--- src/rtl/mpu_guard_pkg.sv ---
`timescale 1ns/1ps
package mpu_guard_pkg;

   localparam int unsigned GRAN_BITS = 5;
   localparam int unsigned CFG_DW    = 32;

   typedef enum logic [1:0] {
      KIND_RD  = 2'b00,
      KIND_WR  = 2'b01,
      KIND_EX  = 2'b10,
      KIND_RSV = 2'b11
   } acc_kind_e;

   // nibble: [0] read, [1] write, [2] execute, [3] supervisor-only
   function automatic logic perm_grants(input logic [3:0] nib,
                                        input logic [1:0] kind,
                                        input logic       sup,
                                        input logic       is_cpu);
      logic ok;
      case (acc_kind_e'(kind))
         KIND_RD: ok = nib[0];
         KIND_WR: ok = nib[1];
         KIND_EX: ok = is_cpu & nib[2];
         default: ok = 1'b0;
      endcase
      if (is_cpu && nib[3] && !sup) ok = 1'b0;
      return ok;
   endfunction

endpackage

--- src/rtl/mpu_guard_errlog.sv ---
`timescale 1ns/1ps
module mpu_guard_errlog #(
   parameter int unsigned ADDR_W = 32,
   parameter int unsigned MID_W  = 2,
   parameter int unsigned PID_W  = 8
) (
   input  logic              clk,
   input  logic              rst_n,
   input  logic              deny,
   input  logic              clr,
   input  logic [ADDR_W-1:0] addr,
   input  logic [MID_W-1:0]  master,
   input  logic [1:0]        kind,
   input  logic              sup,
   input  logic [PID_W-1:0]  pid,
   output logic              flag,
   output logic [31:0]       rd_addr,
   output logic [31:0]       rd_detail
);

   logic [ADDR_W-1:0] addr_q;
   logic [31:0]       det_q;
   logic [7:0]        pid8;
   logic [3:0]        mst4;

   assign pid8 = 8'(pid);
   assign mst4 = 4'(master);

   always_ff @(posedge clk) begin
      if (!rst_n) begin
         flag   <= 1'b0;
         addr_q <= '0;
         det_q  <= '0;
      end else begin
         if (deny && (!flag || clr)) begin
            addr_q <= addr;
            det_q  <= {8'b0, pid8, 4'b0, mst4, 5'b0, sup, kind};
         end
         flag <= (flag & ~clr) | deny;
      end
   end

   assign rd_addr   = 32'(addr_q);
   assign rd_detail = det_q;

endmodule

--- src/rtl/mpu_guard_region.sv ---
`timescale 1ns/1ps
module mpu_guard_region
   import mpu_guard_pkg::*;
#(
   parameter int unsigned NUM_PORTS   = 3,
   parameter int unsigned NUM_MASTERS = 4,
   parameter int unsigned NUM_CPU     = 2,
   parameter int unsigned ADDR_W      = 32,
   parameter int unsigned PAGE_W      = ADDR_W - GRAN_BITS,
   parameter int unsigned MID_W       = 2,
   parameter int unsigned PID_W       = 8
) (
   input  logic                        clk,
   input  logic                        rst_n,
   input  logic                        wr_start,
   input  logic                        wr_end,
   input  logic                        wr_perm,
   input  logic                        wr_ctrl,
   input  logic [CFG_DW-1:0]           wdata,
   input  logic [NUM_PORTS*PAGE_W-1:0] acc_page,
   input  logic [NUM_PORTS*MID_W-1:0]  acc_master,
   input  logic [NUM_PORTS*2-1:0]      acc_kind,
   input  logic [NUM_PORTS-1:0]        acc_sup,
   input  logic [NUM_PORTS*PID_W-1:0]  acc_pid,
   output logic [NUM_PORTS-1:0]        hit,
   output logic [CFG_DW-1:0]           rd_start,
   output logic [CFG_DW-1:0]           rd_end,
   output logic [CFG_DW-1:0]           rd_perm,
   output logic [CFG_DW-1:0]           rd_ctrl
);

   logic [PAGE_W-1:0] start_q, end_q;
   logic              valid_q, pid_en_q;
   logic [PID_W-1:0]  pid_q;
   logic [3:0]        perm_w [NUM_MASTERS];

   always_ff @(posedge clk) begin
      if (!rst_n) begin
         start_q  <= '0;
         end_q    <= '0;
         valid_q  <= 1'b0;
         pid_en_q <= 1'b0;
         pid_q    <= '0;
      end else begin
         if (wr_start) start_q <= wdata[ADDR_W-1:GRAN_BITS];
         if (wr_end)   end_q   <= wdata[ADDR_W-1:GRAN_BITS];
         if (wr_ctrl) begin
            valid_q  <= wdata[0];
            pid_en_q <= wdata[1];
            pid_q    <= wdata[8 +: PID_W];
         end
      end
   end

   // permission storage: processors keep all four bits, others only R/W
   for (genvar m = 0; m < NUM_MASTERS; m++) begin : g_mst
      logic [1:0] rw_q;
      always_ff @(posedge clk) begin
         if (!rst_n)       rw_q <= '0;
         else if (wr_perm) rw_q <= wdata[m*4 +: 2];
      end
      if (m < NUM_CPU) begin : g_cpu
         logic [1:0] xs_q;
         always_ff @(posedge clk) begin
            if (!rst_n)       xs_q <= '0;
            else if (wr_perm) xs_q <= wdata[m*4+2 +: 2];
         end
         assign perm_w[m] = {xs_q, rw_q};
      end else begin : g_dev
         assign perm_w[m] = {2'b00, rw_q};
      end
   end

   for (genvar p = 0; p < NUM_PORTS; p++) begin : g_port
      logic [PAGE_W-1:0] pg;
      logic [3:0]        nib;
      logic              is_cpu;
      logic              in_rng, pid_ok;

      assign pg = acc_page[p*PAGE_W +: PAGE_W];

      always_comb begin
         nib    = '0;
         is_cpu = 1'b0;
         for (int m = 0; m < NUM_MASTERS; m++) begin
            if (acc_master[p*MID_W +: MID_W] == MID_W'(m)) begin
               nib    = perm_w[m];
               is_cpu = (m < NUM_CPU);
            end
         end
      end

      assign in_rng = (pg >= start_q) && (pg <= end_q);
      assign pid_ok = !pid_en_q || (acc_pid[p*PID_W +: PID_W] == pid_q);
      assign hit[p] = valid_q && in_rng && pid_ok &&
                      perm_grants(nib, acc_kind[p*2 +: 2], acc_sup[p], is_cpu);
   end

   always_comb begin
      rd_perm = '0;
      for (int m = 0; m < NUM_MASTERS; m++) rd_perm[m*4 +: 4] = perm_w[m];
   end

   assign rd_start = CFG_DW'({start_q, {GRAN_BITS{1'b0}}});
   assign rd_end   = CFG_DW'({end_q,   {GRAN_BITS{1'b0}}});
   assign rd_ctrl  = {16'b0, 8'(pid_q), 6'b0, pid_en_q, valid_q};

endmodule

--- src/rtl/mpu_guard.sv ---
`timescale 1ns/1ps
module mpu_guard
   import mpu_guard_pkg::*;
#(
   parameter int unsigned NUM_REGIONS = 8,
   parameter int unsigned NUM_PORTS   = 3,
   parameter int unsigned NUM_MASTERS = 4,
   parameter int unsigned NUM_CPU     = 2,
   parameter int unsigned ADDR_W      = 32,
   parameter int unsigned PID_W       = 8,
   localparam int unsigned MID_W      = (NUM_MASTERS > 1) ? $clog2(NUM_MASTERS) : 1,
   localparam int unsigned REG_WORDS  = NUM_REGIONS * 4,
   localparam int unsigned ERR_BASE   = REG_WORDS,
   localparam int unsigned FLAG_IDX   = ERR_BASE + NUM_PORTS * 2,
   localparam int unsigned CFG_AW     = $clog2(FLAG_IDX + 1)
) (
   input  logic                        clk,
   input  logic                        rst_n,
   input  logic                        cfg_we,
   input  logic [CFG_AW-1:0]           cfg_idx,
   input  logic [31:0]                 cfg_wdata,
   output logic [31:0]                 cfg_rdata,
   input  logic [NUM_PORTS-1:0]        acc_valid,
   input  logic [NUM_PORTS*ADDR_W-1:0] acc_addr,
   input  logic [NUM_PORTS*MID_W-1:0]  acc_master,
   input  logic [NUM_PORTS*2-1:0]      acc_kind,
   input  logic [NUM_PORTS-1:0]        acc_sup,
   input  logic [NUM_PORTS*PID_W-1:0]  acc_pid,
   output logic [NUM_PORTS-1:0]        acc_allow,
   output logic [NUM_PORTS-1:0]        acc_err
);

   localparam int unsigned PAGE_W = ADDR_W - GRAN_BITS;

   if (NUM_REGIONS < 1 || NUM_REGIONS > 16) begin : g_bad_regions
      $error("mpu_guard: NUM_REGIONS must lie in 1..16");
   end
   if (NUM_MASTERS < 1 || NUM_MASTERS > 8) begin : g_bad_masters
      $error("mpu_guard: NUM_MASTERS must lie in 1..8");
   end
   if (NUM_CPU > NUM_MASTERS) begin : g_bad_cpu
      $error("mpu_guard: NUM_CPU exceeds NUM_MASTERS");
   end
   if (PID_W < 1 || PID_W > 8) begin : g_bad_pid
      $error("mpu_guard: PID_W must lie in 1..8");
   end
   if (ADDR_W <= GRAN_BITS || ADDR_W > 32) begin : g_bad_addr
      $error("mpu_guard: ADDR_W must lie in 6..32");
   end
   if (NUM_PORTS < 1 || NUM_PORTS > 8) begin : g_bad_ports
      $error("mpu_guard: NUM_PORTS must lie in 1..8");
   end

   logic [NUM_PORTS*PAGE_W-1:0] acc_page;
   logic [NUM_PORTS-1:0]        reg_hit [NUM_REGIONS];
   logic [NUM_REGIONS-1:0]      hit_col [NUM_PORTS];
   logic [31:0]                 reg_rd  [REG_WORDS];
   logic [31:0]                 err_rd_addr [NUM_PORTS];
   logic [31:0]                 err_rd_det  [NUM_PORTS];
   logic [NUM_PORTS-1:0]        err_flag;
   logic [NUM_PORTS*32-1:0]     cap_addr_flat;

   for (genvar p = 0; p < NUM_PORTS; p++) begin : g_page
      assign acc_page[p*PAGE_W +: PAGE_W] = acc_addr[p*ADDR_W+GRAN_BITS +: PAGE_W];
   end

   for (genvar r = 0; r < NUM_REGIONS; r++) begin : g_rgn
      mpu_guard_region #(
         .NUM_PORTS  (NUM_PORTS),
         .NUM_MASTERS(NUM_MASTERS),
         .NUM_CPU    (NUM_CPU),
         .ADDR_W     (ADDR_W),
         .PAGE_W     (PAGE_W),
         .MID_W      (MID_W),
         .PID_W      (PID_W)
      ) u_rgn (
         .clk       (clk),
         .rst_n     (rst_n),
         .wr_start  (cfg_we && cfg_idx == CFG_AW'(r*4 + 0)),
         .wr_end    (cfg_we && cfg_idx == CFG_AW'(r*4 + 1)),
         .wr_perm   (cfg_we && cfg_idx == CFG_AW'(r*4 + 2)),
         .wr_ctrl   (cfg_we && cfg_idx == CFG_AW'(r*4 + 3)),
         .wdata     (cfg_wdata),
         .acc_page  (acc_page),
         .acc_master(acc_master),
         .acc_kind  (acc_kind),
         .acc_sup   (acc_sup),
         .acc_pid   (acc_pid),
         .hit       (reg_hit[r]),
         .rd_start  (reg_rd[r*4 + 0]),
         .rd_end    (reg_rd[r*4 + 1]),
         .rd_perm   (reg_rd[r*4 + 2]),
         .rd_ctrl   (reg_rd[r*4 + 3])
      );
      for (genvar p = 0; p < NUM_PORTS; p++) begin : g_tr
         assign hit_col[p][r] = reg_hit[r][p];
      end
   end

   for (genvar p = 0; p < NUM_PORTS; p++) begin : g_verdict
      assign acc_allow[p] = acc_valid[p] &&  (|hit_col[p]);
      assign acc_err[p]   = acc_valid[p] && !(|hit_col[p]);

      mpu_guard_errlog #(
         .ADDR_W(ADDR_W),
         .MID_W (MID_W),
         .PID_W (PID_W)
      ) u_log (
         .clk      (clk),
         .rst_n    (rst_n),
         .deny     (acc_err[p]),
         .clr      (cfg_we && cfg_idx == CFG_AW'(FLAG_IDX) && cfg_wdata[p]),
         .addr     (acc_addr[p*ADDR_W +: ADDR_W]),
         .master   (acc_master[p*MID_W +: MID_W]),
         .kind     (acc_kind[p*2 +: 2]),
         .sup      (acc_sup[p]),
         .pid      (acc_pid[p*PID_W +: PID_W]),
         .flag     (err_flag[p]),
         .rd_addr  (err_rd_addr[p]),
         .rd_detail(err_rd_det[p])
      );
      assign cap_addr_flat[p*32 +: 32] = err_rd_addr[p];
   end

   always_comb begin
      cfg_rdata = '0;
      for (int i = 0; i < REG_WORDS; i++) begin
         if (cfg_idx == CFG_AW'(i)) cfg_rdata = reg_rd[i];
      end
      for (int p = 0; p < NUM_PORTS; p++) begin
         if (cfg_idx == CFG_AW'(ERR_BASE + 2*p))     cfg_rdata = err_rd_addr[p];
         if (cfg_idx == CFG_AW'(ERR_BASE + 2*p + 1)) cfg_rdata = err_rd_det[p];
      end
      if (cfg_idx == CFG_AW'(FLAG_IDX)) cfg_rdata = 32'(err_flag);
   end

endmodule

--- config.mk ---
export PLATFORM = sky130hd
export DESIGN_NAME = mpu_guard
export DESIGN_NICKNAME = d
export VERILOG_FILES = /design/src/rtl/mpu_guard_pkg.sv /design/src/rtl/mpu_guard_errlog.sv /design/src/rtl/mpu_guard_region.sv /design/src/rtl/mpu_guard.sv
export SDC_FILE = /design/constraint.sdc
export NUM_CORES = 2
export LEC_CHECK = 0
export ABC_AREA = 1
export BUFFER_PORTS_ARGS = -buffer_cell sky130_fd_sc_hd__buf_2
export CAP_MARGIN = 20
export CELL_PAD_IN_SITES_DETAIL_PLACEMENT = 0
export CELL_PAD_IN_SITES_GLOBAL_PLACEMENT = 1
export CORE_UTILIZATION = 46
export DETAILED_ROUTE_END_ITERATION = 12
export PLACE_DENSITY = 0.9
export SYNTH_ARGS = -nofsm -noshare
export SYNTH_HDL_FRONTEND = slang
export SYNTH_SLANG_ARGS = --single-unit
--- constraint.sdc ---
create_clock -name clk -period 4.7 [get_ports clk]
set_input_delay 0.47 -clock clk [delete_from_list [all_inputs] [get_ports clk]]
set_output_delay 0.47 -clock clk [all_outputs]
set_load 0.02 [all_outputs]
# --- Word-level counts from Yosys, hierarchy flattened ---
# Index checks and enable logic that the tools add are counted.
classes:
  n_addsub: 0
  mul: 0
  div_mod_pow: 0
  n_lt_le_gt_ge: 48
  eq_ne: 77
  shift: 0
  muxes: 195
  bitwise_logic: 33
  reduce_logical: 243
ops:
  columns: ["cell", "count"]
  rows:
  - ["32-bit 2-to-1 mux", 39]
  - ["27-bit >= comparator", 24]
  - ["27-bit less-or-equal comparator", 24]
  - ["4-bit 2-to-1 mux", 96]
  - ["8-bit equality test", 24]
  - ["1-bit logical AND", 189]
  - ["6-bit by 5-bit equality test with 1-bit output (second input constant)", 16]
  - ["1-bit one-hot mux with 3 select lines", 24]
  - ["6-bit by 4-bit equality test with 1-bit output (second input constant)", 8]
  - ["6-bit equality test (second input constant)", 7]
  - ["1-bit 2-to-1 mux", 36]
  - ["1-bit AND", 27]
  - ["1-bit logical OR", 27]
  - ["6-bit by 3-bit equality test with 1-bit output (second input constant)", 4]
  - ["8-bit OR reduction", 3]
  - ["2-bit equality test (second input constant)", 9]
  - ["1-bit zero test", 17]
  - ["2-bit by 1-bit equality test with 1-bit output (second input constant)", 6]
  - ["6-bit by 2-bit equality test with 1-bit output (second input constant)", 2]
  - ["2-bit zero test", 6]
  - ["6-bit by 1-bit equality test with 1-bit output (second input constant)", 1]
  - ["6-bit zero test", 1]
  - ["1-bit NOT", 3]
  - ["1-bit bitwise OR", 3]
word_totals:
  reg_bits: 746
  latch_bits: 0
  mem_bits_rw: 0
  mem_bits_ro: 0
  inputBits: 179
  output_inout_bits: 38
  word_cells: 693
  mem_count: 0

# --- Depth between registers and ports, before layout ---
logic_depth:
  ltp_word: 40
  mapped_depth: 26
  mapped_depth_nobuf: 26

# --- Cells and area by module ---
# Synthesis repeated with hierarchy kept, for this count alone.
hier_totals:
  hier_cells: 13020
  area_unflattened_um2: 80692.4
modules_own_cells:
  columns: ["mod", "instances", "cells_each", "area_each_um2", "seq_area_each_um2"]
  rows:
  - ["mpu_guard_region (g_rgn[0].u_rgn ...)", 6, 1194, 7893.8, 1521.5]
  - ["mpu_guard", 1, 2507, 10812.9, 0.0]
  - ["mpu_guard_region (g_rgn[6].u_rgn)", 1, 1196, 7893.8, 1521.5]
  - ["mpu_guard_region (g_rgn[7].u_rgn)", 1, 1196, 7888.8, 1521.5]
  - ["mpu_guard_errlog", 3, 319, 2244.7, 920.9]

# --- Least setup slack after synthesis ---
# OpenSTA, ideal clock, no wires.
synth_path:
  path_type: "input -> output"
  startpoint: "input port acc_addr[5]"
  endpoint: "output port acc_err[0]"
  t_arrival_ns: 2.449
  t_required_ns: 4.230
  path_slack_ns: 1.781
  stages: 17
  path_buffers: 2
  path_cell_list: "inv_1 ha_1 o21ai_0 a31oi_1 o21ai_0 a21boi_0 o21ai_0 nand3_1 nand2_1 nand2_1 nand3_1 nand2_1 nor2_1 nand3_1 inv_2 buf_4 buf_4"
synth_between:
  elab_chain_cells: 8
  word_cells_on_any_way: 51
  classes_between: "order compare: 16; reduce/logical: 35"
synth_lines:
  columns: ["item", "line_no", "rtl"]
  rows:
  - ["from (decl)", "mpu_guard.sv:24", "input logic [NUM_PORTS*ADDR_W-1:0] acc_addr,"]
  - ["27-bit >= comparator / 27-bit less-or-equal comparator (equally long branches)", "mpu_guard_region.sv:93", "assign in_rng = (pg >= start_q) && (pg <= end_q);"]
  - ["1-bit logical AND", "mpu_guard_region.sv:93", null]
  - ["1-bit logical AND (3 in series)", "mpu_guard_region.sv:95", "assign hit[p] = valid_q && in_rng && pid_ok &&"]
  - ["8-bit OR reduction *", "mpu_guard.sv:102", "assign acc_err[p] = acc_valid[p] && !(|hit_col[p]);"]
  - ["1-bit zero test *", "mpu_guard.sv:102", null]
  - ["1-bit logical AND *", "mpu_guard.sv:102", null]
  - ["to (decl)", "mpu_guard.sv:30", "output logic [NUM_PORTS-1:0] acc_err"]
# Every way passes the cells marked *; elsewhere a longest branch is shown, timed or not.

# --- Worst setup path after layout ---
layout_path:
  startpoint: "input port cfg_idx[1]"
  endpoint: "output port cfg_rdata[15]"
layout_between:
  elab_chain_cells: 40
  word_cells_on_any_way: 78
  classes_between: "eq/ne: 38; mux: 39; reduce/logical: 1"
layout_lines:
  columns: ["item", "line_no", "rtl"]
  rows:
  - ["from (decl)", "mpu_guard.sv:20", "input logic [CFG_AW-1:0] cfg_idx,"]
  - ["6-bit zero test", "mpu_guard.sv:128", "if (cfg_idx == CFG_AW'(i)) cfg_rdata = reg_rd[i];"]
  - ["32-bit 2-to-1 mux (32 in series)", "mpu_guard.sv:128", null]
  - ["32-bit 2-to-1 mux", "mpu_guard.sv:131", "if (cfg_idx == CFG_AW'(ERR_BASE + 2*p)) cfg_rdata = err_rd_addr[p];"]
  - ["32-bit 2-to-1 mux", "mpu_guard.sv:132", "if (cfg_idx == CFG_AW'(ERR_BASE + 2*p + 1)) cfg_rdata = err_rd_det[p];"]
  - ["32-bit 2-to-1 mux", "mpu_guard.sv:131", null]
  - ["32-bit 2-to-1 mux", "mpu_guard.sv:132", null]
  - ["32-bit 2-to-1 mux", "mpu_guard.sv:131", null]
  - ["32-bit 2-to-1 mux", "mpu_guard.sv:132", null]
  - ["32-bit 2-to-1 mux *", "mpu_guard.sv:134", "if (cfg_idx == CFG_AW'(FLAG_IDX)) cfg_rdata = 32'(err_flag);"]
  - ["to (decl)", "mpu_guard.sv:22", "output logic [31:0] cfg_rdata,"]
# Marks and branches as above.

==> results.py <==
metrics = {
    "sta": {
        "setup_violations": 2,
        "max_freq_ghz": 0.212,
        "finalCriticalPeriod_ps": 4720,
        "slew_headroom": 0.149,
        "worst-slew-pin-transition_ps": 1280,
        "hold_viol_final": 0,
        "fin_skew_ps": 54.0,
        "timing_max_transition_violations_final": 0,
        "worst_hold_slack_ps": 68.6,
        "layout_worst_path_cycle_share": 1.00,
        "final.setup.worst_slack_ps": -19.8,
        "unrepaired_setup_endpoints_after_global_routing": "false",
    },
    "finish": {
        "nNetsFinal": 11200,
        "finish.utilization": 0.531,
        "final_cell_count_no_fill": 11700,
        "layout.filler_cells": 14200,
        "drive_gt1_frac": 0.0944,
        "synthesis_to_finish_area_growth_pct": 14.0,
    },
    "pwr": {
        "leakagePower_nw": 31.1,
        "power_per_cell_area_nw_per_um2": 243,
        "irDropWorstVdd_v": 0.000285,
        "design_power_total_mw": 18.4,
    },
    "global_route": {
        "grt_max_degree": 194,
        "grt_first_pass_wirelength_um": 473000,
        "antenna_violations_before_repair": 13,
        "grtUsageTotal": 0.446,
        "number_of_global_route_vias_before_repair": 68500,
        "grt_overflow_total": 0,
    },
    "synth": {
        "ys_ff_latch": 746,
        "syn-num-nets": 10800,
        "post_synth_main_area_contributors": "ha_1 (25%), dfxtp_1 (23%), a21oi_1 (11%)",
        "synth_sequential_area_ratio": 0.226,
        "synth_top_area_share": 0.245,
        "most_used_standard_cell_by_instance_count_after_synthesis": "nand2_1",
        "syn_area_sq_um": 66100,
        "post-synth-top-area-cell": "ha_1",
        "netlist-cell-type-count": 56,
        "netlist_top_cells_count": "nand2_1 (1528), a21oi_1 (1418), ha_1 (1296)",
        "yosysWarnings": 0,
        "synth-edff-count": 0,
        "ys_async_sr_fraction": 0,
        "avg_cell_area_syn_sq_um": 7.08,
        "dominantRegCellSynth": "dfxtp_1",
        "postSynthCellCount": 9338,
    },
    "routing": {
        "detail_route.vias_per_cell": 6.33,
        "met2RoutedLength_um": 139000,
        "uppermost_signal_routing_layer_after_detailed_routing": "met5",
        "drt_first_iter_violations": 9397,
        "drc": 0,
        "drt-wirelength-per-cell_um": 28.8,
        "detail_route.first_pass.iterations": 6,
        "wirelength_um": 337000,
        "route.layer.met1.wl_um": 133000,
        "detailroute.via_count": 74100,
        "postRouteAntennaNets": 0,
        "wl_met3_um": 38000,
    },
    "floorplanning": {
        "boundary_pin_count": 217,
        "placementRows": 138,
        "placeableCoreArea_sq_um": 142000,
        "dieArea_sq_um": 145000,
        "start_util": 0.465,
        "fp.dieW_um": 381,
        "floorplan.die.height_um": 381,
    },
    "place": {
        "dpl.hpwl_um": 265000,
        "port_buffers": 216,
        "place.gp.congestion": 1.08,
        "dp_cells": 11500,
        "dp_worst_setup_slack_ps": 65.8,
    },
    "clock_network": {
        "clock_latency_ps": 770,
        "library_cell_used_as_clock_root_buffer": "clkbuf_16",
        "cts.reportedPaths.clkPinSlew_ps": 60,
        "cts_inserted_buffers": 94,
        "cts-htree-levels": 3,
        "tritoncts_clock_tree": "done",
        "cts_max_path_buffers": 3,
        "tritoncts_num_sinks": 746,
    },
    "critical_path": {
        "critical_path_required_ps": 4230,
        "critPathCaptureType": "primary output",
        "setup.worst_path.start_class": "primary input",
        "worstPathMaxFanout": 8,
        "critPathKind": "in -> out",
        "worst_ep_arrival_time_ps": 4250,
    },
    "hold_path": {
        "min_path_type": "in -> reg",
    },
    "run_status": {
        "failed_checks": "setup timing",
        "outcome": "finished, violations left",
    },
    "job": {
        "cap_violations": 0,
    },
}
==> path summary, 6_finish.rpt <==
check	startpoint	endpoint	slack, ps	cells after the start
worst max-delay path	cfg_idx[1]	cfg_rdata[15]	-20	19
worst min register to register	g_verdict[0].u_log.rd_detail[1]$_SDFFE_PN0P_	g_verdict[0].u_log.rd_detail[1]$_SDFFE_PN0P_	480	2
worst min-delay path	acc_valid[1]	g_verdict[1].u_log.flag$_SDFF_PN0_	70	3
worst max register to register	g_rgn[0].u_rgn.start_q[2]$_SDFFE_PN0P_	g_verdict[1].u_log.rd_addr[26]$_SDFFE_PN0P_	860	21
==> worst max-delay path, cell delays in order <==
cell      delay, ps
buf_2           190
inv_2            80
nor2_1          420
nand3_1         330
nor2_2          390
inv_1           240
nand2_1         210
a221oi_1        100
a21boi_1        290
o21ai_0         240
nand2_1         120
nand2_1          90
nand2_1          80
nand2_1          80
nand2_1          90
nand2_1          70
a22oi_1         370
nand4_1         160
buf_2           210
==> stage by stage <==
stage | instance area, sq um | TNS [ps]
6_report | 75400 | -29.9
5_1_grt | 75400 | 0
4_1_cts | 75400 | 0
3_5_place_dp | 71900 | 0
3_3_place_gp | 71900 | -125
2_1_floorplan | 66100 | 0
==> layout make-up <==
type,count,area [sq um],share of cell area
clock buffers,126,2640,0.0350
diodes,3,7.51,0.0000996
clock inverters,42,554,0.00735
flip-flops and latches,746,14900,0.198
well taps,1890,2360,0.0314
repair buffers,716,5390,0.0714
multi-input cells,7237,46000,0.610
inverters,938,3520,0.0467
==> per-layer routing <==
layer  track usage  vias to the layer above
li1              -                    33800
met1         0.584                    34800
met2         0.659                     4556
met3        0.0846                      992
met4         0.307                        4
met5             0                        -
==> power by group <==
part | internal [mW] | switching, mW | total (mW)
Clock | 4.37 | 3.34 | 7.71
Combinational | 1.34 | 2.77 | 4.11
Sequential | 6.46 | 0.0853 | 6.54
==> repair_timing <==
item | 4_1_cts | 5_1_grt
endpoints found under the hold margin | 21 | 0
setup endpoints to repair | 2 | 11
buffers inserted | 0 | 1
hold buffers | 21 | 0
resized for setup | 4 | 7
==> logic make-up (layout without fill, tap and decap cells) <==
group / after synthesis / in the layout / synth area share
DFF: 746 / 746 / 0.226
and+or+nand+nor: 2894 / 2894 / 0.188
buffers and inverters: 1355 / 1822 / 0.0795
other: 0 / 3 / 0
adders and majority gates: 1296 / 1296 / 0.245
xor gates and xnor gates: 144 / 144 / 0.0191
AOI/OAI and AO/OA: 2903 / 2903 / 0.243
==> sequential cells by signal, indices dropped and copies added, names as in the netlist <==
register,count
g_rgn.u_rgn.end_q,216
g_rgn.u_rgn.start_q,216
g_verdict.u_log.rd_addr,96
g_rgn.u_rgn.g_mst.rw_q,64
g_rgn.u_rgn.pid_q,64
g_verdict.u_log.rd_detail,39
g_rgn.u_rgn.g_mst.g_cpu.xs_q,32
g_rgn.u_rgn.pid_en_q,8
g_rgn.u_rgn.valid_q,8
g_verdict.u_log.flag,3
==> cell usage in the layout, fill, tap and decap left out, drive strengths merged, types with 10 or more instances in the layout <==
cell         Yosys  final
a22oi           29     29
buf             97    695
xnor2          144    144
o2111ai         44     44
o31ai           43     43
a21o            19     19
o21ai          956    956
o211ai          51     51
dfxtp          746    746
o22ai           73     73
clkinv          20     50
nor3            43     43
nand4          245    245
inv            918    920
nand3          318    318
nor2           635    635
or2             10     10
a21oi         1418   1418
clkbuf         320    126
o21a            15     15
o221ai          58     58
a21boi          19     19
a31oi           16     16
nand2         1531   1531
dlygate4sd3      0     21
a221oi          85     85
ha            1296   1296
a211oi          34     34
nor4            81     81
a311oi          17     17
No activity file was read; power rests on OpenSTA's default activity.
